## config.mk

```make
export PLATFORM = sky130hd
export DESIGN_NAME = evt_irq_agg
export DESIGN_NICKNAME = d
export VERILOG_FILES = /design/src/rtl/evt_irq_agg_pkg.sv /design/src/rtl/evt_irq_map.sv /design/src/rtl/evt_irq_sticky.sv /design/src/rtl/evt_irq_enable.sv /design/src/rtl/evt_irq_agg.sv
export SDC_FILE = /design/constraint.sdc
export NUM_CORES = 1
export LEC_CHECK = 0
export ABC_AREA = 0
export ABC_CLOCK_PERIOD_IN_PS = 2100
export BUFFER_PORTS_ARGS = -buffer_cell sky130_fd_sc_hd__clkbuf_2
export CAP_MARGIN = 0
export CORE_MARGIN = 2
export CORE_UTILIZATION = 47
export DETAILED_ROUTE_END_ITERATION = 6
export GPL_TIMING_DRIVEN = 0
export PLACE_DENSITY_LB_ADDON = 0.12
export SYNTH_ARGS = -nofsm -noshare
export SYNTH_HDL_FRONTEND = slang
export SYNTH_SLANG_ARGS = --single-unit
```

## constraint.sdc

```tcl
create_clock -name clk -period 2.1 [get_ports clk]
set_input_delay 0.21 -clock clk [delete_from_list [all_inputs] [get_ports clk]]
set_output_delay 0.21 -clock clk [all_outputs]
set_load 0.02 [all_outputs]
```

## src/rtl/evt_irq_agg_pkg.sv

```systemverilog
package evt_irq_agg_pkg;

  localparam int ADDR_W = 3;

  typedef enum logic [ADDR_W-1:0] {
    SEL_RAW  = 3'd0,
    SEL_ENA  = 3'd1,
    SEL_STAT = 3'd2,
    SEL_CLR  = 3'd3,
    SEL_ESET = 3'd4,
    SEL_ECLR = 3'd5
  } reg_sel_e;

  // Per-channel group of three: done-tx, done-rx, shared error
  function automatic int pos_tx_done(input int n);
    return 3 * n;
  endfunction

  function automatic int pos_rx_done(input int n);
    return 3 * n + 1;
  endfunction

  function automatic int pos_err(input int n);
    return 3 * n + 2;
  endfunction

  // Banks above the per-channel groups
  function automatic int pos_thr(input int nch, input int n);
    return 3 * nch + n;
  endfunction

  function automatic int pos_loop(input int nch, input int n);
    return 4 * nch + n;
  endfunction

  function automatic int used_bits(input int nch);
    return 5 * nch;
  endfunction

endpackage

```

## src/rtl/evt_irq_map.sv

```systemverilog
module evt_irq_map
  import evt_irq_agg_pkg::*;
#(
  parameter int NCH = 4,
  parameter int EW  = used_bits(NCH)
) (
  input  logic [NCH-1:0] tx_done,
  input  logic [NCH-1:0] rx_done,
  input  logic [NCH-1:0] tx_err,
  input  logic [NCH-1:0] rx_err,
  input  logic [NCH-1:0] tx_thr,
  input  logic [NCH-1:0] tx_loop,
  output logic [EW-1:0]  set_vec
);

  always_comb begin
    set_vec = '0;
    for (int n = 0; n < NCH; n++) begin
      set_vec[pos_tx_done(n)]   = tx_done[n];
      set_vec[pos_rx_done(n)]   = rx_done[n];
      set_vec[pos_err(n)]       = tx_err[n] | rx_err[n];
      set_vec[pos_thr(NCH, n)]  = tx_thr[n];
      set_vec[pos_loop(NCH, n)] = tx_loop[n];
    end
  end

endmodule

```

## src/rtl/evt_irq_sticky.sv

```systemverilog
module evt_irq_sticky #(
  parameter int EW = 20
) (
  input  logic          clk,
  input  logic          rst_n,
  input  logic [EW-1:0] set_vec,
  input  logic [EW-1:0] clr_vec,
  output logic [EW-1:0] raw_q
);

  always_ff @(posedge clk or negedge rst_n) begin
    if (!rst_n) raw_q <= '0;
    else        raw_q <= (raw_q & ~clr_vec) | set_vec;
  end


  sticky_hold_chk: assert property (@(posedge clk) disable iff (!rst_n)
    (raw_q & ~clr_vec) != '0 |=>
      (raw_q & $past(raw_q & ~clr_vec)) == $past(raw_q & ~clr_vec));


  no_spurious_chk: assert property (@(posedge clk) disable iff (!rst_n)
    rst_n |=> (raw_q & ~$past(raw_q | set_vec)) == '0);


  set_wins_chk: assert property (@(posedge clk) disable iff (!rst_n)
    set_vec != '0 |=> (raw_q & $past(set_vec)) == $past(set_vec));


  clear_chk: assert property (@(posedge clk) disable iff (!rst_n)
    (clr_vec & ~set_vec) != '0 |=> (raw_q & $past(clr_vec & ~set_vec)) == '0);

endmodule

```

## src/rtl/evt_irq_enable.sv

```systemverilog
module evt_irq_enable #(
  parameter int EW = 20
) (
  input  logic          clk,
  input  logic          rst_n,
  input  logic          wr_all,
  input  logic          wr_set,
  input  logic          wr_clr,
  input  logic [EW-1:0] wdata,
  output logic [EW-1:0] ena_q
);

  always_ff @(posedge clk or negedge rst_n) begin
    if (!rst_n)      ena_q <= '0;
    else if (wr_all) ena_q <= wdata;
    else if (wr_set) ena_q <= ena_q | wdata;
    else if (wr_clr) ena_q <= ena_q & ~wdata;
  end


  ena_set_keep_chk: assert property (@(posedge clk) disable iff (!rst_n)
    wr_set && !wr_all |=>
      ((ena_q & ~$past(wdata)) == ($past(ena_q) & ~$past(wdata))) &&
      ((ena_q & $past(wdata)) == $past(wdata)));


  ena_clr_keep_chk: assert property (@(posedge clk) disable iff (!rst_n)
    wr_clr && !wr_all && !wr_set |=>
      ((ena_q & ~$past(wdata)) == ($past(ena_q) & ~$past(wdata))) &&
      ((ena_q & $past(wdata)) == '0));

endmodule

```

## src/rtl/evt_irq_agg.sv

```systemverilog
module evt_irq_agg
  import evt_irq_agg_pkg::*;
#(
  parameter int NCH = 4,
  parameter int DW  = 32
) (
  input  logic              clk,
  input  logic              rst_n,
  input  logic [NCH-1:0]    tx_done_i,
  input  logic [NCH-1:0]    rx_done_i,
  input  logic [NCH-1:0]    tx_err_i,
  input  logic [NCH-1:0]    rx_err_i,
  input  logic [NCH-1:0]    tx_thr_i,
  input  logic [NCH-1:0]    tx_loop_i,
  input  logic              reg_we_i,
  input  logic [ADDR_W-1:0] reg_addr_i,
  input  logic [DW-1:0]     reg_wdata_i,
  output logic [DW-1:0]     reg_rdata_o,
  output logic              irq_o
);

  localparam int EW = used_bits(NCH);

  logic [EW-1:0] set_vec;
  logic [EW-1:0] clr_vec;
  logic [EW-1:0] raw_q;
  logic [EW-1:0] ena_q;
  logic [EW-1:0] status_w;
  logic [EW-1:0] wdata_used;
  logic          wr_all, wr_set, wr_clr;

  assign wdata_used = reg_wdata_i[EW-1:0];

  generate
    if (DW > EW) begin : g_hi
      logic unused_wdata_hi;
      assign unused_wdata_hi = ^reg_wdata_i[DW-1:EW];
    end
  endgenerate

  // Write decode
  assign wr_all  = reg_we_i && (reg_addr_i == SEL_ENA);
  assign wr_set  = reg_we_i && (reg_addr_i == SEL_ESET);
  assign wr_clr  = reg_we_i && (reg_addr_i == SEL_ECLR);
  assign clr_vec = (reg_we_i && (reg_addr_i == SEL_CLR)) ? wdata_used : '0;

  evt_irq_map #(.NCH(NCH), .EW(EW)) u_map (
    .tx_done (tx_done_i),
    .rx_done (rx_done_i),
    .tx_err  (tx_err_i),
    .rx_err  (rx_err_i),
    .tx_thr  (tx_thr_i),
    .tx_loop (tx_loop_i),
    .set_vec (set_vec)
  );

  evt_irq_sticky #(.EW(EW)) u_sticky (
    .clk     (clk),
    .rst_n   (rst_n),
    .set_vec (set_vec),
    .clr_vec (clr_vec),
    .raw_q   (raw_q)
  );

  evt_irq_enable #(.EW(EW)) u_enable (
    .clk    (clk),
    .rst_n  (rst_n),
    .wr_all (wr_all),
    .wr_set (wr_set),
    .wr_clr (wr_clr),
    .wdata  (wdata_used),
    .ena_q  (ena_q)
  );

  assign status_w = raw_q & ena_q;

  // Read mux, zero-extended to the port width
  always_comb begin
    reg_rdata_o = '0;
    case (reg_addr_i)
      SEL_RAW:  reg_rdata_o[EW-1:0] = raw_q;
      SEL_ENA:  reg_rdata_o[EW-1:0] = ena_q;
      SEL_STAT: reg_rdata_o[EW-1:0] = status_w;
      default:  reg_rdata_o = '0;
    endcase
  end

  always_ff @(posedge clk or negedge rst_n) begin
    if (!rst_n) irq_o <= 1'b0;
    else        irq_o <= |status_w;
  end


  irq_follow_chk: assert property (@(posedge clk) disable iff (!rst_n)
    rst_n |=> irq_o == $past(|(raw_q & ena_q)));


  generate
    if (DW > EW) begin : g_hi_chk
      always_comb begin
        if (rst_n) begin
          upper_zero_chk: assert (reg_rdata_o[DW-1:EW] == '0);
        end
      end
    end
  endgenerate


  always_comb begin
    if (rst_n && (reg_addr_i == SEL_CLR || reg_addr_i > SEL_ECLR)) begin
      empty_read_chk: assert (reg_rdata_o == '0);
    end
  end

endmodule

```

==> reports/metrics.sh, run 1 <==
VIAS=2243
FMAXACHIEVABLE_MHz=521
DRIVE_ABOVE_1_SHARE_PCT=27.7
ROUTED_WIRE_LENGTH_PER_INSTANCE_UM=14.7
CTS-BUFFERS-INSERTED=5
RESULT_OF_THE_RUN='complete, no violations'
RELSLEWSLACK_PCT=31.9
CP-STARTPOINT='reg_addr_i[0]'
INTERNAL_POWER_mW=1.45
DETAILEDPLACEMENTHPWL_MM=4.45
NFILLCELLS=437
SYNTHADDERAREAFRAC_PCT=0
GRT_PASS1_WL_MM=10.1
CHIPHEIGHT_UM=74.2
AREA_OF_THE_CORE_REGION_SQ_UM=4720
LAYOUT.CELLS.MOST_COMMON_LIST='sky130_fd_sc_hd__clkbuf_2 (70), sky130_fd_sc_hd__nand2_1 (42), sky130_fd_sc_hd__dfrtp_1 (41)'
COMBPWRFRAC_PCT=23.4
SETUP_WS_NS=0.180
POST_CTS.REPAIR.SETUP_BUFFERS=0
IO_COUNT=95
RSZ0062_AT_GRT='false'
SYNTH-SEQ-CELLS=41
CTSHTREEMAXLEVEL=2
REGTOREGSETUPSLACK_NS=0.73
DIE_AREA_SQ_UM=5500
GRT_START_MAX_NET_PINS=42
TIMING.CRITICAL_PATH.TO='reg_rdata_o[4]'
GRT_PASS1_VIAS=2041
RATIO_OF_FINAL_MINIMUM_PERIOD_TO_CLOCK_PERIOD_PCT=91.4
R2R_END='irq_o'
WORST_SETUP_PATH_START_KIND='primary input'
LAYOUT.AREA.SEQ_SQ_UM=1030
GLOBALROUTE.TOTALOVERFLOW=0
DETAIL-ROUTE-ANTENNA-NETS=0
WORST_R2R_PATH_DEPTH=4
CTS.SINKS=41
CP_NUM_CELLS=7
PATH_MAX_FANOUT=10
REPORT.FINAL.HOLD_VIOL_COUNT=0
PORT_BUFFERS=70
SYNTH_COMPOUND_GATE_AREA_SHARE_PCT=30.8
DRC=0
CRITICAL_PATH.N_BUFFERS_INVERTERS=4
DIODES=0
USE_MET1_PCT=36.0
CLOCK_SKEWS_NS=0.00693
SEQUENTIALPOWERSHARE_PCT=46.3
TRITONCTS='yes'
CTS_MAX_PATH_BUFFERS=2
MAX-CAP-VIOLATIONS=0
SYNTHESIS.AREA_PER_INSTANCE_SQ_UM=8.61
INITIAL_ANTENNA_VIOLATION_COUNT=0
SETUP_VIOLATIONS=0
LEAKAGEPOWER_nW=1.33
CRIT_PATH_TOP_DELAY_CELL='sky130_fd_sc_hd__nor2_2'
CORE.ROWCOUNT=25
TIMING_WORST_SETUP_PATH_TYPE='in -> out'
POWER_SWITCHING_uW=626
SYNTH_XOR_XNOR_AREA_SHARE_PCT=0
MOSTFREQUENTLAYOUTCELL='sky130_fd_sc_hd__clkbuf_2'
GP_ROUTABILITY_CONGESTION=0.809
CLOCKPOWERSHARE_PCT=30.3
WORST_SKEW_PAIR.LATE_LATENCY_NS=0.30
HOLDCRITPATHCLASS='in -> async'
ROOT_BUFFER='sky130_fd_sc_hd__clkbuf_8'
INITIAL_UTILIZATION_PCT=49.0
SETUP_TOTAL_NEGATIVE_SLACK_NS=0
CP_CELL_SEQUENCE='clkbuf_2, buf_2, nor2_2, buf_4, nand2_1, a21oi_1, clkbuf_2'
DRT_PRE_ANTENNA_ITERS=4
MULTI_INPUT_AREA_SQ_UM=1170
SW_FRAC_OF_TOTAL_PCT=30.2
PATH_COMMON_CELL='sky130_fd_sc_hd__clkbuf_2'
GRT_BUSIEST_LAYER='met2'
TRACK_USAGE_PCT=24.6
PWR_DENSITY_CELL_nW_PER_UM2=716
AVGVIACOUNTPERCELL=5.29
SYNTH-WARNING-COUNT=0
DRT_WL_TOTAL_MM=6.24
GRT_MET2_USE_PCT=36.6
CPPEAKSTAGEDELAY_NS=0.44
DIE_WIDTH_UM=74.2
POST_CTS_RESIZED=0
HOLD_BUFFERS=0
WORST_PATH_TOP_CELL_FAMILY_BY_DELAY='buffers and inverters'
NETS=419
SYNTH-SEQ-AREA-SHARE_PCT=44.3
WORST_EP_ARRIVAL_TIME_NS=1.71
SETUP.WORST_PATH.END_CLASS='output port'
DRT_ITER0_MARKERS=152
NETLIST-CELL-TYPE-COUNT=24
POWER.IR.VDD_WORST_V=0.000433
GLOBAL_ROUTE.USAGE.MET3_PCT=4.61
TIMING_MAX_TRANSITION_VIOLATIONS_FINAL=0
SYNTH.CELL_AREA_SQ_UM=2320
LAYOUT_MIN_CYCLE_TIME_NS=1.92
POST_SYNTH_INST_COUNT=269
PLACE_WORST_SETUP_SLACK_NS=0.200
REQUIRED_NS=1.89
CLK_PIN_SLEW_NS=0.08
TIMING_WORST_SLEW_PIN_VALUE_NS=1.02
AREAGROWTHSYNTHTOFINISH_PCT=25.0
FINAL_CORE_UTIL_PCT=61.3
SYNTH-SIMPLE-AREA-SHARE_PCT=17.7
MULTIPLEXER_SHARE_OF_THE_SYNTHESIZED_AREA_PCT=0
SYNTH_TOP_FAMILY_BY_AREA='compound AO/OA/AOI/OAI gates'
## worst min path at each step
stage                            endpoint  slack [ns]
2_1_floorplan  asynchronous set/reset pin       -0.09
3_3_place_gp            u_sticky.raw_q[0]        0.39
3_5_place_dp           u_sticky.raw_q[12]        0.39
4_1_cts                u_sticky.raw_q[19]        0.08
5_1_grt                 u_sticky.raw_q[9]        0.09
6_report       asynchronous set/reset pin        0.08
## Yosys cell counts
| cell type | n | share of area, % |
|---|---|---|
| sky130_fd_sc_hd__buf_2 | 7 | 1.5 |
| sky130_fd_sc_hd__conb_1 | 1 | 0.16 |
| sky130_fd_sc_hd__a21oi_1 | 39 | 8.4 |
| sky130_fd_sc_hd__nor3_1 | 1 | 0.22 |
| sky130_fd_sc_hd__a211o_1 | 4 | 1.5 |
| sky130_fd_sc_hd__nand4_1 | 1 | 0.27 |
| sky130_fd_sc_hd__nor2_2 | 1 | 0.27 |
| sky130_fd_sc_hd__and3_1 | 1 | 0.27 |
| sky130_fd_sc_hd__o21ai_0 | 19 | 4.1 |
| sky130_fd_sc_hd__dfrtp_1 | 41 | 44 |
| sky130_fd_sc_hd__and3b_1 | 1 | 0.38 |
| sky130_fd_sc_hd__a22o_1 | 24 | 9.1 |
| sky130_fd_sc_hd__a221oi_1 | 4 | 1.5 |
| sky130_fd_sc_hd__nor2_1 | 22 | 3.6 |
| sky130_fd_sc_hd__a21o_1 | 16 | 5.2 |
| sky130_fd_sc_hd__a22oi_1 | 2 | 0.65 |
| sky130_fd_sc_hd__nand2b_1 | 1 | 0.27 |
| sky130_fd_sc_hd__buf_4 | 13 | 4.2 |
| sky130_fd_sc_hd__a32oi_1 | 1 | 0.38 |
| sky130_fd_sc_hd__inv_2 | 1 | 0.16 |
| sky130_fd_sc_hd__clkbuf_1 | 7 | 1.1 |
| sky130_fd_sc_hd__nor2b_1 | 19 | 5.1 |
| sky130_fd_sc_hd__nand2_1 | 42 | 6.8 |
| sky130_fd_sc_hd__nand4bb_1 | 1 | 0.49 |
## metal layers
layer,vias to the layer above,routed length (um)
met4,0,73
li1,1107,-
met1,1028,2750
met5,-,0
met3,7,560
met2,101,2860
## worst reg2reg max path, delay by kind of cell (launching register included)
kind	cells	cell delay [ns]
AOI/OAI and AO/OA	2	0.51
DFF	1	0.42
and+or+nand+nor	2	0.31
## logic make-up (layout without fill, tap and decap cells)
logic type / Yosys count / after routing
AOI/OAI and AO/OA: 109 / 109
DFF: 41 / 41
buffers and inverters: 28 / 105
other: 1 / 12
and+or+nand+nor: 90 / 90
## stage by stage
stage / cell area (sq um) / hold slack [ns] / cells / power [mW]
3_3_place_gp: 2790 / 0.388 / 417 / 1.45
4_1_cts: 2900 / 0.0819 / 424 / 2.08
5_1_grt: 2900 / 0.0855 / 424 / 2.18
3_5_place_dp: 2790 / 0.391 / 417 / 1.46
6_report: 2900 / 0.0752 / 424 / 2.07
2_1_floorplan: 2360 / -0.0856 / 280 / 1.27
## power groups by stage
stage                     combinational [mW]  sequential (mW)  clock (mW)
after floorplan                        0.321            0.946           0
after global placement                 0.475            0.971           0
after detailed placement               0.488            0.969           0
after CTS                              0.489            0.956       0.636
after global routing                   0.539            0.970       0.669
final                                  0.486            0.959       0.628
## layout make-up
| type | instances | share of cell area, % |
|---|---|---|
| timing repair buffer | 70 | 12.1 |
| buffer | 27 | 5.49 |
| clock buffer | 5 | 2.38 |
| multi-input combinational | 211 | 40.4 |
| inverter | 1 | 0.130 |
| clock inverter | 2 | 1.21 |
| tap | 67 | 2.90 |
| sequential | 41 | 35.4 |
No activity file was read; power rests on OpenSTA's default activity.
==> inputs of run 2 (changes only) <==
--- a/config.mk
+++ b/config.mk
@@ -9,7 +9,7 @@
 export ABC_CLOCK_PERIOD_IN_PS = 2100
 export BUFFER_PORTS_ARGS = -buffer_cell sky130_fd_sc_hd__clkbuf_2
 export CAP_MARGIN = 0
-export CORE_MARGIN = 2
+export CORE_ASPECT_RATIO = 1.5
 export CORE_UTILIZATION = 47
 export DETAILED_ROUTE_END_ITERATION = 6
 export GPL_TIMING_DRIVEN = 0
==> run 2 against run 1 <==
Global-route usage rose by 2.4 points. Via count rose by 1.7%. Clock power fell by 8.3%. Sequential share of layout area rose by 0.077 points. Sequential power barely moved. Total power fell by 2.6%. Die area fell by 5.2%. Largest cell class unchanged.
==> reports/metrics.sh, run 2 (synthesis gave the netlist of run 1 again) <==
RESULT_OF_THE_RUN='complete, no violations'
IO_COUNT=95  # unchanged
NETS=419  # unchanged
AREAGROWTHSYNTHTOFINISH_PCT=24.7
MAX-CAP-VIOLATIONS=0  # unchanged
POWER.IR.VDD_WORST_V=0.000482  # +11%
HOLDCRITPATHCLASS='in -> async'
TIMING_WORST_SLEW_PIN_VALUE_NS=1.05  # +0.0274 ns
LEAKAGEPOWER_nW=1.33  # about the same
INITIAL_ANTENNA_VIOLATION_COUNT=0  # unchanged
HOLD_BUFFERS=0  # unchanged
DETAIL-ROUTE-ANTENNA-NETS=0  # unchanged
GRT_PASS1_WL_MM=10.6  # +4.8%
WORST_SKEW_PAIR.LATE_LATENCY_NS=0.29  # about the same
FMAXACHIEVABLE_MHz=527  # +1.1%
POST_CTS_RESIZED=0  # unchanged
LAYOUT.AREA.SEQ_SQ_UM=1030  # unchanged
LAYOUT_MIN_CYCLE_TIME_NS=1.90  # -0.0213 ns
CTS_MAX_PATH_BUFFERS=2  # unchanged
DETAILEDPLACEMENTHPWL_MM=4.51  # +1.4%
PWR_DENSITY_CELL_nW_PER_UM2=699  # -2.4%
GRT_START_MAX_NET_PINS=42  # unchanged
NFILLCELLS=450  # +3.0%
CLK_PIN_SLEW_NS=0.08  # about the same
GP_ROUTABILITY_CONGESTION=0.846  # +4.7%
AVGVIACOUNTPERCELL=5.41  # +2.2%
DRIVE_ABOVE_1_SHARE_PCT=27.9  # +0.20 points
DIE_AREA_SQ_UM=5220  # -5.2%
PATH_COMMON_CELL='sky130_fd_sc_hd__clkbuf_2'
CP_CELL_SEQUENCE='clkbuf_2, buf_2, nor2_2, buf_4, nand2_1, a21oi_1, clkbuf_2'
CTS.SINKS=41  # unchanged
REPORT.FINAL.HOLD_VIOL_COUNT=0  # unchanged
INTERNAL_POWER_mW=1.40  # -3.4%
PORT_BUFFERS=70  # unchanged
TIMING_MAX_TRANSITION_VIOLATIONS_FINAL=0  # unchanged
ROUTED_WIRE_LENGTH_PER_INSTANCE_UM=15.1  # +2.5%
POWER.TOTAL_mW=2.02  # -2.6%
CHIPHEIGHT_UM=88.0  # +19%
WORST_EP_ARRIVAL_TIME_NS=1.69  # -0.02 ns
RSZ0062_AT_GRT='false'
INITIAL_UTILIZATION_PCT=50.2  # +1.1 points
CLOCK_SKEWS_NS=0.00510  # -0.00183 ns
DRT_PRE_ANTENNA_ITERS=4  # unchanged
CTS-BUFFERS-INSERTED=5  # unchanged
WORST_R2R_PATH_DEPTH=4  # unchanged
CPPEAKSTAGEDELAY_NS=0.44  # about the same
DRT_WL_TOTAL_MM=6.37  # +2.0%
PATH_MAX_FANOUT=10  # unchanged
WORST_PATH_TOP_CELL_FAMILY_BY_DELAY='buffers and inverters'
DRT_ITER0_MARKERS=89  # -41%
AREA_OF_THE_CORE_REGION_SQ_UM=4620  # -2.3%
POWER_SWITCHING_uW=621  # -0.80%
TRITONCTS='yes'
GLOBALROUTE.TOTALOVERFLOW=0  # unchanged
CTSHTREEMAXLEVEL=2  # unchanged
VIAS=2281  # +1.7%
RATIO_OF_FINAL_MINIMUM_PERIOD_TO_CLOCK_PERIOD_PCT=90.4  # -1.0 points
R2R_END='irq_o'
POST_CTS.REPAIR.SETUP_BUFFERS=0  # unchanged
CRIT_PATH_TOP_DELAY_CELL='sky130_fd_sc_hd__nor2_2'
RELSLEWSLACK_PCT=30.0  # -1.8 points
MULTI_INPUT_AREA_SQ_UM=1170  # unchanged
CLOCKPOWERSHARE_PCT=28.5  # -1.8 points
DRC=0  # unchanged
COMBPWRFRAC_PCT=24.0  # +0.6 points
SETUP_VIOLATIONS=0  # unchanged
TIMING_WORST_SETUP_PATH_TYPE='in -> out'
MOSTFREQUENTLAYOUTCELL='sky130_fd_sc_hd__clkbuf_2'
TRACK_USAGE_PCT=26.9  # +2.4 points
LAYOUT.CELLS.MOST_COMMON_LIST='sky130_fd_sc_hd__clkbuf_2 (70), sky130_fd_sc_hd__nand2_1 (42), sky130_fd_sc_hd__dfrtp_1 (41)'
REQUIRED_NS=1.89  # about the same
GRT_PASS1_VIAS=2293  # +12%
WORST_SETUP_PATH_START_KIND='primary input'
DIE_WIDTH_UM=59.3  # -20%
CRITICAL_PATH.N_BUFFERS_INVERTERS=4  # unchanged
SETUP.WORST_PATH.END_CLASS='output port'
REGTOREGSETUPSLACK_NS=0.72  # about the same
SEQUENTIALPOWERSHARE_PCT=47.5  # +1.2 points
DIODES=0  # unchanged
SW_FRAC_OF_TOTAL_PCT=30.7  # +0.56 points
CORE.ROWCOUNT=30  # +20%
SETUP_TOTAL_NEGATIVE_SLACK_NS=0  # unchanged
ROOT_BUFFER='sky130_fd_sc_hd__clkbuf_8'
==> run 2: cell types whose count changed in the layout (fill, tap and decap cells not counted) <==
| cell | previous run | this run |
|---|---|---|
| sky130_fd_sc_hd__bufinv_16 | 1 | 0 |
| sky130_fd_sc_hd__clkbuf_8 | 5 | 7 |
==> run 2: final cells by class <==
cell class                      instances  area share, %
Tap cell                               64           2.77
Sequential cell                        41           35.5
Clock inverter                          1          0.173
Inverter                                1          0.130
Multi-Input combinational cell        211           40.5
Clock buffer                            7           3.33
Buffer                                 27           5.50
Timing Repair Buffer                   70           12.1
==> run 2: worst max path at each step <==
stage | from | end | slack, ns | depth (start not counted)
final | reg_addr_i[0] | reg_rdata_o[4] | 0.20 | 7
after global routing | reg_addr_i[0] | reg_rdata_o[2] | 0.09 | 7
after CTS | reg_addr_i[0] | reg_rdata_o[19] | 0.23 | 7
after detailed placement | reg_addr_i[0] | reg_rdata_o[19] | 0.24 | 7
after global placement | reg_addr_i[0] | reg_rdata_o[11] | 0.23 | 7
after floorplan | reg_addr_i[0] | reg_rdata_o[11] | 0.66 | 5
==> run 2: metrics by stage <==
step                setup WS [ns]  area [sq um]  util [%]  hold WS [ns]  std cells
CTS                         0.233          2890      62.6        0.0825        422
global route               0.0908          2890      62.6        0.0787        422
floorplan                   0.658          2360         -       -0.0856        280
finish                      0.201          2890      62.6        0.0866        422
global placement            0.232          2790      60.4         0.387        414
detailed placement          0.239          2790      60.4         0.391        414
==> run 2: worst register-to-register path, delay by kind of cell, from the launching register on <==
kind | cells | cell delay, ns
AO/OA/AOI/OAI | 2 | 0.51
flip-flops | 1 | 0.40
AND/OR/NAND/NOR | 2 | 0.35
==> run 2: layer usage <==
layer	GRT usage (%)	part of all wire [%]	vias to the layer above
li1	-	-	1111
met4	14.3	1.4	0
met3	5.17	6.4	10
met5	0	0	-
met1	33.9	41	1077
met2	43.1	51	83
==> run 2: power groups by stage <==
stage               clock [mW]  sequential, mW  combinational (mW)
floorplan                    0           0.946               0.321
global placement             0           0.970               0.473
detailed placement           0           0.970               0.484
CTS                      0.588           0.957               0.487
global route             0.612           0.972               0.536
finish                   0.576           0.959               0.484
==> inputs of run 3 (changes only) <==
--- a/config.mk
+++ b/config.mk
@@ -10,7 +10,7 @@
 export BUFFER_PORTS_ARGS = -buffer_cell sky130_fd_sc_hd__clkbuf_2
 export CAP_MARGIN = 0
 export CORE_ASPECT_RATIO = 1.5
-export CORE_UTILIZATION = 47
+export CORE_UTILIZATION = 52
 export DETAILED_ROUTE_END_ITERATION = 6
 export GPL_TIMING_DRIVEN = 0
 export PLACE_DENSITY_LB_ADDON = 0.12
==> run 3 against run 2 <==
Flip-flop and latch count did not move. Largest power group unchanged. Total power fell by 3.6%. Highest routed layer unchanged. Global-route usage fell by 0.18 points. Die area fell by 9.4%.
==> reports/metrics.sh, run 3 (synthesis gave the netlist of run 1 again) <==
RELSLEWSLACK_PCT=30.2  # +0.20 points
INITIAL_ANTENNA_VIOLATION_COUNT=0  # unchanged
POWER_SWITCHING_uW=614  # -1.0%
IO_COUNT=95  # unchanged
RESULT_OF_THE_RUN='complete, no violations'
TIMING_WORST_SETUP_PATH_TYPE='in -> out'
POST_CTS.REPAIR.SETUP_BUFFERS=0  # unchanged
CRIT_PATH_TOP_DELAY_CELL='sky130_fd_sc_hd__nor2_2'
PATH_MAX_FANOUT=10  # unchanged
GLOBALROUTE.TOTALOVERFLOW=0  # unchanged
REPORT.FINAL.HOLD_VIOL_COUNT=0  # unchanged
SETUP_VIOLATIONS=0  # unchanged
SETUP_TOTAL_NEGATIVE_SLACK_NS=0  # unchanged
PATH_COMMON_CELL='sky130_fd_sc_hd__clkbuf_2'
POWER.IR.VDD_WORST_V=0.000531  # +10%
CTS.SINKS=41  # unchanged
INTERNAL_POWER_mW=1.33  # -4.8%
GRT_PASS1_WL_MM=9.76  # -7.5%
TIMING_MAX_TRANSITION_VIOLATIONS_FINAL=0  # unchanged
DRT_PRE_ANTENNA_ITERS=5  # +1
RSZ0062_AT_GRT='false'
GRT_PASS1_VIAS=2070  # -9.7%
REGTOREGSETUPSLACK_NS=0.73  # about the same
AREAGROWTHSYNTHTOFINISH_PCT=23.0
POST_CTS_RESIZED=0  # unchanged
SETUP.WORST_PATH.END_CLASS='output port'
DRT_WL_TOTAL_MM=6.07  # -4.7%
RATIO_OF_FINAL_MINIMUM_PERIOD_TO_CLOCK_PERIOD_PCT=87.9  # -2.5 points
WORST_SETUP_PATH_START_KIND='primary input'
TRITONCTS='yes'
DETAILEDPLACEMENTHPWL_MM=4.29  # -5.0%
TIMING_WORST_SLEW_PIN_VALUE_NS=1.05  # -0.00299 ns
ROUTED_WIRE_LENGTH_PER_INSTANCE_UM=15.0  # -0.47%
AVGVIACOUNTPERCELL=5.67  # +4.9%
CTS_MAX_PATH_BUFFERS=2  # unchanged
LEAKAGEPOWER_nW=1.32  # -0.70%
AREA_OF_THE_CORE_REGION_SQ_UM=4250  # -8.0%
FMAXACHIEVABLE_MHz=542  # +2.8%
SW_FRAC_OF_TOTAL_PCT=31.6  # +0.83 points
PWR_DENSITY_CELL_nW_PER_UM2=683  # -2.2%
DRT_ITER0_MARKERS=143  # +61%
COMBPWRFRAC_PCT=24.8  # +0.8 points
CORE.ROWCOUNT=29  # -3.3%
MOSTFREQUENTLAYOUTCELL='sky130_fd_sc_hd__clkbuf_2'
CTS-BUFFERS-INSERTED=5  # unchanged
CLOCKPOWERSHARE_PCT=25.8  # -2.7 points
LAYOUT.CELLS.MOST_COMMON_LIST='sky130_fd_sc_hd__clkbuf_2 (70), sky130_fd_sc_hd__nand2_1 (42), sky130_fd_sc_hd__dfrtp_1 (41)'
SEQUENTIALPOWERSHARE_PCT=49.4  # +1.9 points
WORST_EP_ARRIVAL_TIME_NS=1.64  # -0.05 ns
CLOCK_SKEWS_NS=0.0117  # +0.00655 ns
TRACK_USAGE_PCT=26.8  # -0.18 points
MAX-CAP-VIOLATIONS=0  # unchanged
HOLD_BUFFERS=0  # unchanged
CP_CELL_SEQUENCE='clkbuf_2, buf_2, nor2_2, buf_4, nand2_1, a21oi_1, clkbuf_2'
DETAIL-ROUTE-ANTENNA-NETS=0  # unchanged
INITIAL_UTILIZATION_PCT=54.6  # +4.4 points
ROOT_BUFFER='sky130_fd_sc_hd__clkbuf_8'
MULTI_INPUT_AREA_SQ_UM=1170  # unchanged
DIE_WIDTH_UM=56.5  # -4.8%
CHIPHEIGHT_UM=83.7  # -4.8%
LAYOUT_MIN_CYCLE_TIME_NS=1.85  # -0.0522 ns
DIE_AREA_SQ_UM=4730  # -9.4%
GRT_START_MAX_NET_PINS=42  # unchanged
POWER.TOTAL_mW=1.95  # -3.6%
HOLDCRITPATHCLASS='in -> reg'
CLK_PIN_SLEW_NS=0.08  # about the same
VIAS=2290  # +0.39%
GP_ROUTABILITY_CONGESTION=0.857  # +1.2%
CPPEAKSTAGEDELAY_NS=0.40  # -0.04 ns
CTSHTREEMAXLEVEL=2  # unchanged
REQUIRED_NS=1.89  # about the same
DRIVE_ABOVE_1_SHARE_PCT=27.7  # -0.28 points
NFILLCELLS=376  # -16%
DRC=0  # unchanged
DIODES=0  # unchanged
LAYOUT.AREA.SEQ_SQ_UM=1030  # unchanged
WORST_SKEW_PAIR.LATE_LATENCY_NS=0.30  # about the same
NETS=419  # unchanged
PORT_BUFFERS=70  # unchanged
-- run 3: cell count changes in the layout (fill, tap and decap cells not counted) --
cell | before | now
sky130_fd_sc_hd__clkbuf_8 | 7 | 5
sky130_fd_sc_hd__clkinv_2 | 1 | 2
sky130_fd_sc_hd__clkbuf_1 | 7 | 8
-- run 3: final cells by class --
cell class	instances	area share, %
multi-input cells	211	41.0
inverters	1	0.132
repair buffers	70	12.3
well taps	46	2.02
clock buffers	6	2.55
plain buffers	27	5.58
flip-flops and latches	41	36.0
clock inverters	2	0.351
-- run 3: worst paths after layout --
| path | from | cells past startpoint | to |
|---|---|---|---|
| worst max-delay path | reg_addr_i[0] | 7 | reg_rdata_o[11] |
| worst min-delay path | tx_thr_i[0] | 2 | u_sticky.raw_q[12] |
| max in group asynchronous | rst_n | 1 | u_sticky.raw_q[6] |
| worst max register to register | register | 4 | irq_o |
| worst min register to register | u_sticky.raw_q[7] | 1 | u_sticky.raw_q[7] |
| min in group asynchronous | rst_n | 1 | u_sticky.raw_q[18] |
-- run 3: metrics by stage --
step / hold slack (ns) / setup WS [ns] / instance area [sq um] / std cells / utilization, %
floorplan: -0.0856 / 0.658 / 2360 / 280 / -
global placement: 0.388 / 0.271 / 2770 / 396 / 65.1
detailed placement: 0.393 / 0.255 / 2770 / 396 / 65.1
CTS: 0.0862 / 0.267 / 2850 / 404 / 67.1
global route: 0.0901 / 0.163 / 2850 / 404 / 67.1
finish: 0.0842 / 0.254 / 2850 / 404 / 67.1
-- run 3: critical path, delay by kind of cell --
family	cells	cell delay, ns
buffers and inverters	4	0.79
AO/OA/AOI/OAI	1	0.17
AND/OR/NAND/NOR	2	0.47
-- run 3: routing by layer --
metal	GRT usage, %	share of wire (%)
met1	33.5	41
met4	10.4	1.7
met2	45.1	50
met5	0	0
met3	4.81	6.7
-- run 3: power groups by stage --
stage               logic [mW]  clock network (mW)  registers (mW)
global placement         0.472                   0           0.971
global route             0.530               0.534           0.971
finish                   0.482               0.503           0.961
floorplan                0.321                   0           0.946
CTS                      0.484               0.511           0.957
detailed placement       0.482                   0           0.971
